### src/rtl/seqtrk_pkg.sv
// Shared encodings for the data toggle sequence tracker.
// Assumes two-bit codes at the top-level ports; the enums give them names.
package seqtrk_pkg;

    // Token of the transaction in progress when a packet ends.
    typedef enum logic [1:0] {
        TOK_NONE  = 2'b00,
        TOK_OUT   = 2'b01,
        TOK_IN    = 2'b10,
        TOK_SETUP = 2'b11
    } tok_e;

    // Handshake returned by the receive side.
    typedef enum logic [1:0] {
        HS_NONE  = 2'b00,
        HS_ACK   = 2'b01,
        HS_NAK   = 2'b10,
        HS_STALL = 2'b11
    } hs_e;

    // Outcome seen by the transmit side after sending a data packet.
    typedef enum logic [1:0] {
        RES_ACK     = 2'b00,
        RES_NAK     = 2'b01,
        RES_STALL   = 2'b10,
        RES_TIMEOUT = 2'b11
    } txres_e;

    // Decision taken for one received packet.
    typedef enum logic [2:0] {
        V_IGNORE = 3'd0,
        V_TAKE   = 3'd1,
        V_DUP    = 3'd2,
        V_BUSY   = 3'd3,
        V_HALT   = 3'd4,
        V_SETUP  = 3'd5
    } verdict_e;

endpackage

### src/rtl/seqtrk_rx_judge.sv
// Combinational judge for one received packet.
// Produces a verdict from the token, the packet flags and the current
// receive bit. Assumes pkt_end is a single-cycle strobe; when it is low the
// verdict is V_IGNORE.
module seqtrk_rx_judge
    import seqtrk_pkg::*;
(
    input  logic     pkt_end,
    input  tok_e     tok,
    input  logic     pid_seq,
    input  logic     pkt_ok,
    input  logic     can_accept,
    input  logic     halted,
    input  logic     cur_seq,
    output verdict_e verdict
);

    // Priority: corrupted > SETUP > halted > buffer full > PID match.
    always_comb begin
        verdict = V_IGNORE;
        if (pkt_end && pkt_ok) begin
            unique case (tok)
                TOK_SETUP: verdict = V_SETUP;
                TOK_OUT: begin
                    if (halted)                 verdict = V_HALT;
                    else if (!can_accept)       verdict = V_BUSY;
                    else if (pid_seq == cur_seq) verdict = V_TAKE;
                    else                        verdict = V_DUP;
                end
                default:   verdict = V_IGNORE;
            endcase
        end
    end

endmodule

### src/rtl/seqtrk_rx_state.sv
// Receive-side sequence bit and registered response outputs.
// Assumes verdict comes from seqtrk_rx_judge in the same cycle; the
// strobes and handshake are valid for the single following cycle.
module seqtrk_rx_state
    import seqtrk_pkg::*;
(
    input  logic     clk,
    input  logic     rst_n,
    input  logic     clear,
    input  verdict_e verdict,
    output logic     seq,
    output logic     accept,
    output logic     discard,
    output hs_e      hs
);

    hs_e  hs_next;
    logic acc_next;
    logic dis_next;

    // Map a verdict onto the handshake and strobes.
    always_comb begin
        hs_next  = HS_NONE;
        acc_next = 1'b0;
        dis_next = 1'b0;
        unique case (verdict)
            V_SETUP, V_TAKE: begin hs_next = HS_ACK; acc_next = 1'b1; end
            V_DUP:           begin hs_next = HS_ACK; dis_next = 1'b1; end
            V_BUSY:          hs_next = HS_NAK;
            V_HALT:          hs_next = HS_STALL;
            default:         hs_next = HS_NONE;
        endcase
    end

    // Sequence bit: clear wins, SETUP forces 1, a kept packet toggles.
    always_ff @(posedge clk) begin
        if (!rst_n || clear)         seq <= 1'b0;
        else if (verdict == V_SETUP) seq <= 1'b1;
        else if (verdict == V_TAKE)  seq <= ~seq;
    end

    // One-cycle registered response outputs.
    always_ff @(posedge clk) begin
        if (!rst_n) begin
            hs      <= HS_NONE;
            accept  <= 1'b0;
            discard <= 1'b0;
        end else begin
            hs      <= hs_next;
            accept  <= acc_next;
            discard <= dis_next;
        end
    end

endmodule

### src/rtl/seqtrk_tx_state.sv
// Transmit-side sequence bit.
// Toggles only on an acknowledged send; a SETUP stage forces it to 1.
// Assumes res_valid is a single-cycle strobe.
module seqtrk_tx_state
    import seqtrk_pkg::*;
(
    input  logic   clk,
    input  logic   rst_n,
    input  logic   clear,
    input  logic   setup_sync,
    input  logic   res_valid,
    input  txres_e res,
    output logic   seq
);

    // Clear wins, SETUP forces 1, ACK toggles, other outcomes hold.
    always_ff @(posedge clk) begin
        if (!rst_n || clear)                  seq <= 1'b0;
        else if (setup_sync)                  seq <= 1'b1;
        else if (res_valid && res == RES_ACK) seq <= ~seq;
    end

endmodule

### src/rtl/seq_bit_tracker.sv
// Data toggle sequence tracker for one endpoint pipe.
// Combines the receive judge, the receive state and the transmit state.
// Assumes rx_pkt_end and tx_res_valid are single-cycle strobes from the
// packet layer.
module seq_bit_tracker
    import seqtrk_pkg::*;
(
    input  logic       clk,
    input  logic       rst_n,
    input  logic       clear_seq,
    input  logic       rx_pkt_end,
    input  logic [1:0] rx_token,
    input  logic       rx_pid_seq,
    input  logic       rx_pkt_ok,
    input  logic       rx_can_accept,
    input  logic       ep_halted,
    input  logic       tx_res_valid,
    input  logic [1:0] tx_res,
    output logic       rx_accept,
    output logic       rx_discard,
    output logic [1:0] rx_hs,
    output logic       rx_seq,
    output logic       tx_pid_seq
);

    verdict_e verdict;
    hs_e      hs_q;
    logic     setup_hit;

    seqtrk_rx_judge i_judge (
        .pkt_end    (rx_pkt_end),
        .tok        (tok_e'(rx_token)),
        .pid_seq    (rx_pid_seq),
        .pkt_ok     (rx_pkt_ok),
        .can_accept (rx_can_accept),
        .halted     (ep_halted),
        .cur_seq    (rx_seq),
        .verdict    (verdict)
    );

    seqtrk_rx_state i_rx (
        .clk     (clk),
        .rst_n   (rst_n),
        .clear   (clear_seq),
        .verdict (verdict),
        .seq     (rx_seq),
        .accept  (rx_accept),
        .discard (rx_discard),
        .hs      (hs_q)
    );

    // A SETUP verdict resynchronizes the transmit side as well.
    assign setup_hit = (verdict == V_SETUP);

    seqtrk_tx_state i_tx (
        .clk        (clk),
        .rst_n      (rst_n),
        .clear      (clear_seq),
        .setup_sync (setup_hit),
        .res_valid  (tx_res_valid),
        .res        (txres_e'(tx_res)),
        .seq        (tx_pid_seq)
    );

    assign rx_hs = hs_q;

endmodule

### config.mk
export PLATFORM = sky130hd
export DESIGN_NAME = seq_bit_tracker
export DESIGN_NICKNAME = d
export VERILOG_FILES = /design/src/rtl/seqtrk_pkg.sv /design/src/rtl/seqtrk_rx_judge.sv /design/src/rtl/seqtrk_rx_state.sv /design/src/rtl/seqtrk_tx_state.sv /design/src/rtl/seq_bit_tracker.sv
export SDC_FILE = /design/constraint.sdc
export NUM_CORES = 1
export LEC_CHECK = 0
export ABC_AREA = 1
export BUFFER_PORTS_ARGS = -buffer_cell sky130_fd_sc_hd__buf_2
export CAP_MARGIN = 20
export CORE_AREA = 2 2 39 41
export CTS_CLUSTER_DIAMETER = 150
export DETAILED_ROUTE_END_ITERATION = 10
export DIE_AREA = 0 0 41 43
export GPL_TIMING_DRIVEN = 0
export PLACE_DENSITY_LB_ADDON = 0.25
export SYNTH_ARGS = -nofsm -noshare
export SYNTH_HDL_FRONTEND = slang
export SYNTH_SLANG_ARGS = --single-unit
### constraint.sdc
create_clock -name clk -period 1 [get_ports clk]
set_input_delay 0.2 -clock clk [delete_from_list [all_inputs] [get_ports clk]]
set_output_delay 0.2 -clock clk [all_outputs]
set_load 0.01 [all_outputs]
==> results of run 1 <==
flip-flops by register name (all words and copies together), names as in the netlist:
signal and count:
i_rx.hs 2, i_rx.accept 1, i_rx.discard 1, i_rx.seq 1, i_tx.seq 1
layout make-up:
type	count	area, um2	area share
sequential	6	121	0.237
clock buffer	3	22.5	0.0440
inverter	10	37.5	0.0733
tap	16	20.0	0.0391
multi-input combinational	33	213	0.416
timing repair buffer	19	97.6	0.191
cells in the final DEF, fill, tap and decap left out, drive strengths merged:
cell type,count
inv,10
nand2,13
nor2,12
xnor2,1
buf,19
nand3,3
dfxtp,6
clkbuf,3
a21oi,1
o21ai,3
worst register-to-register path: stages, from the launching register on:
cell,delay [ps]
dfxtp_2,350
inv_2,50
nand2_2,70
nand3_2,60
nand2_2,70
nand2_4,70
nor2_1,120
o21ai_2,60
what timing repair did:
action | in CTS | in global routing
buffers inserted | 0 | 1
gates resized for setup | 0 | 9
setup endpoints to repair | 0 | 5
how the worst max path moves through the flow:
stage | cells after the start | to | from
after global routing | 8 | i_rx.seq | i_rx.seq
after floorplan | 7 | i_rx.seq | i_rx.seq
after detailed placement | 9 | i_rx.hs[0] | rx_token[1]
after CTS | 7 | i_rx.seq | i_rx.seq
after global placement | 9 | i_rx.seq | rx_token[1]
final | 7 | i_rx.hs[0] | i_rx.seq
report_power, final:
part / leakage, nW / internal (mW) / total [mW] / switching [mW]
Combinational: 0.213 / 0.0439 / 0.0978 / 0.0539
Clock: 0.0138 / 0.135 / 0.215 / 0.0795
Sequential: 0.0492 / 0.248 / 0.250 / 0.00260
logic make-up after synthesis:
family	count (synthesis)
compound gates	4
flops	6
buf+inv	10
simple gates	28
xor+xnor	1
metal layers:
metal / up-vias / GRT usage / share of wire
li1: 191 / - / -
met1: 145 / 0.114 / 0.40
met2: 12 / 0.134 / 0.54
met3: 2 / 0.0157 / 0.053
met4: 0 / 0.0800 / 0.012
met5: - / 0 / 0
metrics by stage:
stage | cell area, um2 | setup WS [ps] | power [mW] | hold WS (ps)
CTS | 475 | 16.9 | 0.568 | 215
global placement | 453 | 19.5 | 0.342 | 467
detailed placement | 453 | -1.36 | 0.344 | 471
finish | 512 | 29.3 | 0.563 | 224
global route | 512 | -65.5 | 0.614 | 248
floorplan | 343 | 50.8 | 0.305 | 338
==> summary.md, run 1 <==
| Metric | Value |
|---|---|
| Outcome | finished, final reports clean |
| Number of I/O pins | 19 |
| Leak pwr | 0.276 nW |
| CTS max path bufs | 2 |
| Number of remaining DRC errors | 0 |
| Antenna violations before repair | 0 |
| Area leader, netlist | dfxtp_1 |
| Total grt overflow | 0 |
| Fillers | 159 |
| Crit start category | flip-flop |
| Max Slew Vio Count | 0 |
| Cells after Synth | 49 |
| Starting density of the core | 0.247 |
| CP top delay family | simple AND/OR/NAND/NOR gates |
| Crit-path most repeated cell | nand2_2 |
| Synth area leaders | dfxtp_1 (35%), nor2_1 (9.9%), nand2_2 (9.2%) |
| Minimum clock period | 971 ps |
| Fmax | 1030 MHz |
| PwrDens | 1100 nW/um2 |
| Register area share after synthesis | 0.352 |
| Main combinational cell family by area after synthesis | simple AND/OR/NAND/NOR gates |
| HPWL after DPL | 545 um |
| HP Start | clear_seq |
| Cell variety after synth | 16 |
| Clk slew on worst S/H paths | 40 ps |
| Worst r2r src | i_rx.seq |
| Worst Path Max Fanout | 6 |
| Fin util | 0.370 |
| Post-Syn Area | 342 um2 |
| Critical path, cell by cell | inv_2 > nand2_2 > nand3_2 > nand2_2 > nand2_4 > nor2_1 > o21ai_2 |
| Endpoints failing setup | 0 |
| CP endpoint kind | flip-flop |
| Largest net degree at the start of global routing | 7 |
| TNS Setup | 0 ps |
| Most frequent cells after synthesis | nor2_1 (9), inv_1 (7), nand2_1 (7) |
| Reg2Reg Capture Point | i_rx.hs[0] |
| Cts bufs inserted | 3 |
| Fin crit share | 0.971 |
| Drt wl/cell | 7.38 um |
| CTS tree | built |
| Vias in the first global route | 304 |
| Area growth syn-to-layout | 49.8% |
| Adder-Cell Fraction of Synth Area | 0 |
| Number of flops mapped to enable cells by yosys | 0 |
| DIE WIDTH | 41 um |
| Post-DRT Antenna Nets | 0 |
| Top-count cell post-synth | nor2_1 |
| H-tree Lvls | 1 |
| Synth Register Bits | 6 |
| CP max-delay cell | dfxtp_2 |
| Diodes inserted | 0 |
| Placed cell count | 83 |
| PortBufs | 18 |
| Synth Area in Compound Gates | 0.0696 |
| R2R Setup Slk | 30 ps |
| # clock sinks | 6 |
| Via count | 350 |
| First-pass DRT Iterations | 2 |
| Max Cap Violations | 0 |
| Global-route wire length before repair | 1130 um |
| Layout cell share with drive strength beyond 1 | 0.634 |
| WP buf/inv | 1 |
| Max VDD drop | 283 uV |
| Via/cell ratio | 4.02 |
| Routability cong. | 0.674 |
| CTS Root Cell | clkbuf_4 |
| Post-synthesis mux area share | 0 |
| Worst EP required | 1130 ps |
| Critical path class | reg2reg |
| Number of DRC markers in iteration 0 | 3 |
| Simple-gate area share of the yosys netlist | 0.443 |
| Clock insertion delay at the later pin of the skew report | 240 ps |
| Final Skew | 3.61 ps |
| Worst slew pin tran | 219 ps |
| Hold_buf cts | 0 |
| RSZ-0062 raised after global routing | true |
| Top cell type's share of synthesized area | 0.352 |
| Max transition margin | 0.853 |
| Total core area | 1380 um2 |
| Final wirelength | 642 um |
| Xor/xnor cell area share of the yosys netlist | 0.0256 |
| Final net count | 86 |
| Syn nets | 62 |
| Gr usage total | 0.0940 |
| Worst hold path type | in2reg |
| Top_reg_cell synth | dfxtp_1 |
| Largest stage delay, worst path | 350 ps |
| Total number of yosys warnings | 0 |
| Layout Cells excl Fill | 87 |
| Hold Path Sink | i_rx.seq |
| Die area | 1760 um2 |
| Rows | 14 |
| Vert. Die Dim | 43 um |
| Critical path arrival | 1100 ps |
| Async SR Flop Fraction | 0 |
| Hold path cells | 4 |
| Cells on worst reg2reg path | 7 |
| Syn_area_per_cell | 6.97 um2 |
| Fin. Hold Viols | 0 |
Note: power is estimated with default switching activity, not from simulation.
==> run 2: changes to the inputs <==
--- a/config.mk
+++ b/config.mk
@@ -5,15 +5,13 @@
 export SDC_FILE = /design/constraint.sdc
 export NUM_CORES = 1
 export LEC_CHECK = 0
-export ABC_AREA = 1
 export BUFFER_PORTS_ARGS = -buffer_cell sky130_fd_sc_hd__buf_2
 export CAP_MARGIN = 20
 export CORE_AREA = 2 2 39 41
 export CTS_CLUSTER_DIAMETER = 150
 export DETAILED_ROUTE_END_ITERATION = 10
 export DIE_AREA = 0 0 41 43
-export GPL_TIMING_DRIVEN = 0
-export PLACE_DENSITY_LB_ADDON = 0.25
+export GPL_TIMING_DRIVEN = 1
 export SYNTH_ARGS = -nofsm -noshare
 export SYNTH_HDL_FRONTEND = slang
 export SYNTH_SLANG_ARGS = --single-unit
==> run 2 against run 1 <==
Compared with the run above: worst setup slack gained 28 ps; sequential share of layout area rose by 6.5 points; critical path depth is 6 lower; routed wire length decreased by 17%; via count is 30% lower; die area is the same; critical path type is now reg2out; largest cell class unchanged; largest power group unchanged.
==> summary.md, run 2 <==
| Metric | Value |
|---|---|
| Critical path class | reg2out |
| Syn nets | 38 (-39%) |
| Adder-Cell Fraction of Synth Area | 0 (unchanged) |
| Final wirelength | 536 um (-17%) |
| PortBufs | 18 (unchanged) |
| Final net count | 61 (-29%) |
| Top reg by flops | i_rx.hs |
| Total grt overflow | 0 (unchanged) |
| Main combinational cell family by area after synthesis | simple AND/OR/NAND/NOR gates |
| WP buf/inv | 1 (unchanged) |
| Fmax | 1060 MHz (+2.9%) |
| Pwr Total | 534 uW (-5.0%) |
| Hold_buf cts | 0 (unchanged) |
| Max Cap Violations | 0 (unchanged) |
| Max reg flops | 2 (unchanged) |
| Rows | 14 (unchanged) |
| Max transition margin | 0.856 (+0.00296) |
| Worst slew pin tran | 214 ps (-5.16 ps) |
| Final Skew | 2.32 ps (-1.29 ps) |
| Crit start category | flip-flop |
| RSZ-0062 raised after global routing | false |
| Fin crit share | 0.943 (-0.0276) |
| CTS max path bufs | 2 (unchanged) |
| Register area share after synthesis | 0.453 (+0.101) |
| Worst Slack Setup Final | 56.9 ps (+27.6 ps) |
| Hold Path Sink | i_rx.hs[0] |
| Power share of the clock group | 0.413 (+0.031) |
| Leak pwr | 0.182 nW (-34%) |
| Hold path cells | 3 (-1) |
| R2R Setup Slk | 220 ps (+190 ps) |
| Number of DRC markers in iteration 0 | 2 (-1) |
| Minimum clock period | 943 ps (-27.6 ps) |
| Clock insertion delay at the later pin of the skew report | 240 ps (about the same) |
| Cells after Synth | 25 (-49%) |
| Cell-internal power | 417 uW (-2.3%) |
| CP top delay family | flip-flops |
| Number of I/O pins | 19 (unchanged) |
| Fin. Hold Viols | 0 (unchanged) |
| Worst EP required | 800 ps (-330 ps) |
| Cell variety after synth | 16 (unchanged) |
| Via count | 246 (-30%) |
| Top_reg_cell synth | dfxtp_1 |
| Post-synthesis mux area share | 0 (unchanged) |
| Post-CTS Setup Inserts | 0 (unchanged) |
| Vias in the first global route | 221 (-27%) |
| Synth area leaders | dfxtp_1 (45%), xnor2_1 (6.6%), nor4b_2 (5.7%) |
| Post-Syn Area | 265 um2 (-22%) |
| Largest net degree at the start of global routing | 8 (+1) |
| PwrDens | 1340 nW/um2 (+22%) |
| # clock sinks | 6 (unchanged) |
| Die area | 1760 um2 (unchanged) |
| HPWL after DPL | 433 um (-21%) |
| Global-route wire length before repair | 862 um (-24%) |
| HP Start | rx_can_accept |
| Drt wl/cell | 8.65 um (+17%) |
| Layout cell share with drive strength beyond 1 | 0.587 (-0.0468) |
| Reg2Reg Capture Point | i_rx.accept |
| Critical path arrival | 740 ps (-360 ps) |
| Largest stage delay, worst path | 360 ps (about the same) |
| H-tree Lvls | 1 (unchanged) |
| DIE WIDTH | 41 um (unchanged) |
| Total core area | 1380 um2 (unchanged) |
| Area leader, netlist | dfxtp_1 |
| Synth Area in Compound Gates | 0.104 (+0.0342) |
| Gr usage total | 0.0844 (-0.00958) |
| Combinational Power Share | 0.126 (-0.048) |
| Net Switching | 117 uW (-14%) |
| Area growth syn-to-layout | 50.0% |
| Fillers | 156 (-1.9%) |
| Max Slew Vio Count | 0 (unchanged) |
| Number of remaining DRC errors | 0 (unchanged) |
| Total number of yosys warnings | 0 (unchanged) |
| Top cell type's share of synthesized area | 0.453 (+0.101) |
| Max VDD drop | 366 uV (+29%) |
| CP endpoint kind | primary output |
| TNS Setup | 0 ps (unchanged) |
| Synth Register Bits | 6 (unchanged) |
| Most frequent cells in the layout | buf_2 (18), dfxtp_1 (6), clkbuf_4 (3) |
| CP max-delay cell | dfxtp_1 |
| Diodes inserted | 0 (unchanged) |
| Switching Share | 0.220 (-0.0219) |
| Sequential share of power | 0.461 (+0.016) |
| Vert. Die Dim | 43 um (unchanged) |
| CTS Root Cell | clkbuf_4 |
| Number of flops mapped to enable cells by yosys | 0 (unchanged) |
| Most frequent cells after synthesis | dfxtp_1 (6), a21oi_1 (2), nor2_1 (2), nor3_1 (2), xnor2_1 (2) |
| Cts bufs inserted | 3 (unchanged) |
| Fin util | 0.288 (-0.0823) |
| Syn_area_per_cell | 10.6 um2 (+52%) |
| First-pass DRT Iterations | 2 (unchanged) |
| Worst Path Max Fanout | 3 (-3) |
| Via/cell ratio | 3.97 (-1.4%) |
| Routability cong. | 0.638 (-5.4%) |
| Post-DRT Antenna Nets | 0 (unchanged) |
| Cells on worst reg2reg path | 3 (-4) |
| Critical path, cell by cell | buf_2 |
| Worst hold path type | in2reg |
| Starting density of the core | 0.192 (-0.0552) |
| Crit path depth | 1 (-6) |
| Xor/xnor cell area share of the yosys netlist | 0.0660 (+0.0404) |
| PostCTS Resize Cnt | 0 (unchanged) |
| Simple-gate area share of the yosys netlist | 0.363 (-0.0800) |
| Worst r2r src | i_rx.seq |
| Most common cell after layout, fill and taps aside | buf_2 |
| Antenna violations before repair | 0 (unchanged) |
| Endpoints failing setup | 0 (unchanged) |
| Outcome | finished, final reports clean |
| Async SR Flop Fraction | 0 (unchanged) |
| Clk slew on worst S/H paths | 50 ps (about the same) |
| Setup WS pre-CTS | 60.6 ps (+62.0 ps) |
| CTS tree | built |
| Top-count cell post-synth | dfxtp_1 |
run 2: cell types whose count changed after synthesis, moves of 2 or more:
| cell | change |
|---|---|
| nor2_1 | -7 |
| inv_1 | -6 |
| nand2_1 | -6 |
| nand2_2 | -4 |
| inv_2 | -3 |
| nand3_2 | -2 |
| nor2_2 | -2 |
| nor3_1 | +2 |
run 2: worst max path at each step:
stage | start | endpoint | slack [ps]
finish | i_rx.seq | rx_seq | 60
global route | i_rx.seq | rx_seq | 30
CTS | i_rx.seq | rx_seq | 40
detailed placement | rx_pkt_end | i_rx.seq | 60
global placement | rx_pkt_end | i_rx.seq | 90
floorplan | rx_pkt_end | i_rx.seq | 200
run 2: final cells by class:
class                      instances  area [um2]  share of cell area
clock buffer                       3        22.5              0.0566
inverter                           1        3.75             0.00943
multi-input combinational         18         141               0.355
sequential                         6         120               0.302
tap                               16        20.0              0.0503
timing repair buffer              18        90.1               0.226
run 2: metal layers:
| metal | vias to the layer above | track usage | wire, um |
|---|---|---|---|
| li1 | 130 | - | - |
| met3 | 4 | 0.0314 | 68 |
| met4 | 0 | 0.140 | 38 |
| met5 | - | 0 | 0 |
| met2 | 17 | 0.0875 | 202 |
| met1 | 95 | 0.0935 | 227 |
run 2: logic make-up after synthesis:
kind of cell    count (synthesis)
simple gates                   12
flops                           6
compound gates                  4
xor+xnor                        2
buf+inv                         1
run 2: stage by stage:
step                      hold WS (ps)  area (um2)  cells
after floorplan                    271         265     25
after global placement             441         375     59
after detailed placement           452         375     59
after CTS                          201         398     62
after global routing               208         398     62
final                              196         398     62
run 2: power by group through the flow:
stage	combinational [mW]	sequential [mW]	clock, mW
global placement	0.0675	0.251	0
global route	0.0740	0.246	0.245
finish	0.0674	0.246	0.221
floorplan	0.0279	0.253	0
CTS	0.0682	0.246	0.231
detailed placement	0.0680	0.251	0
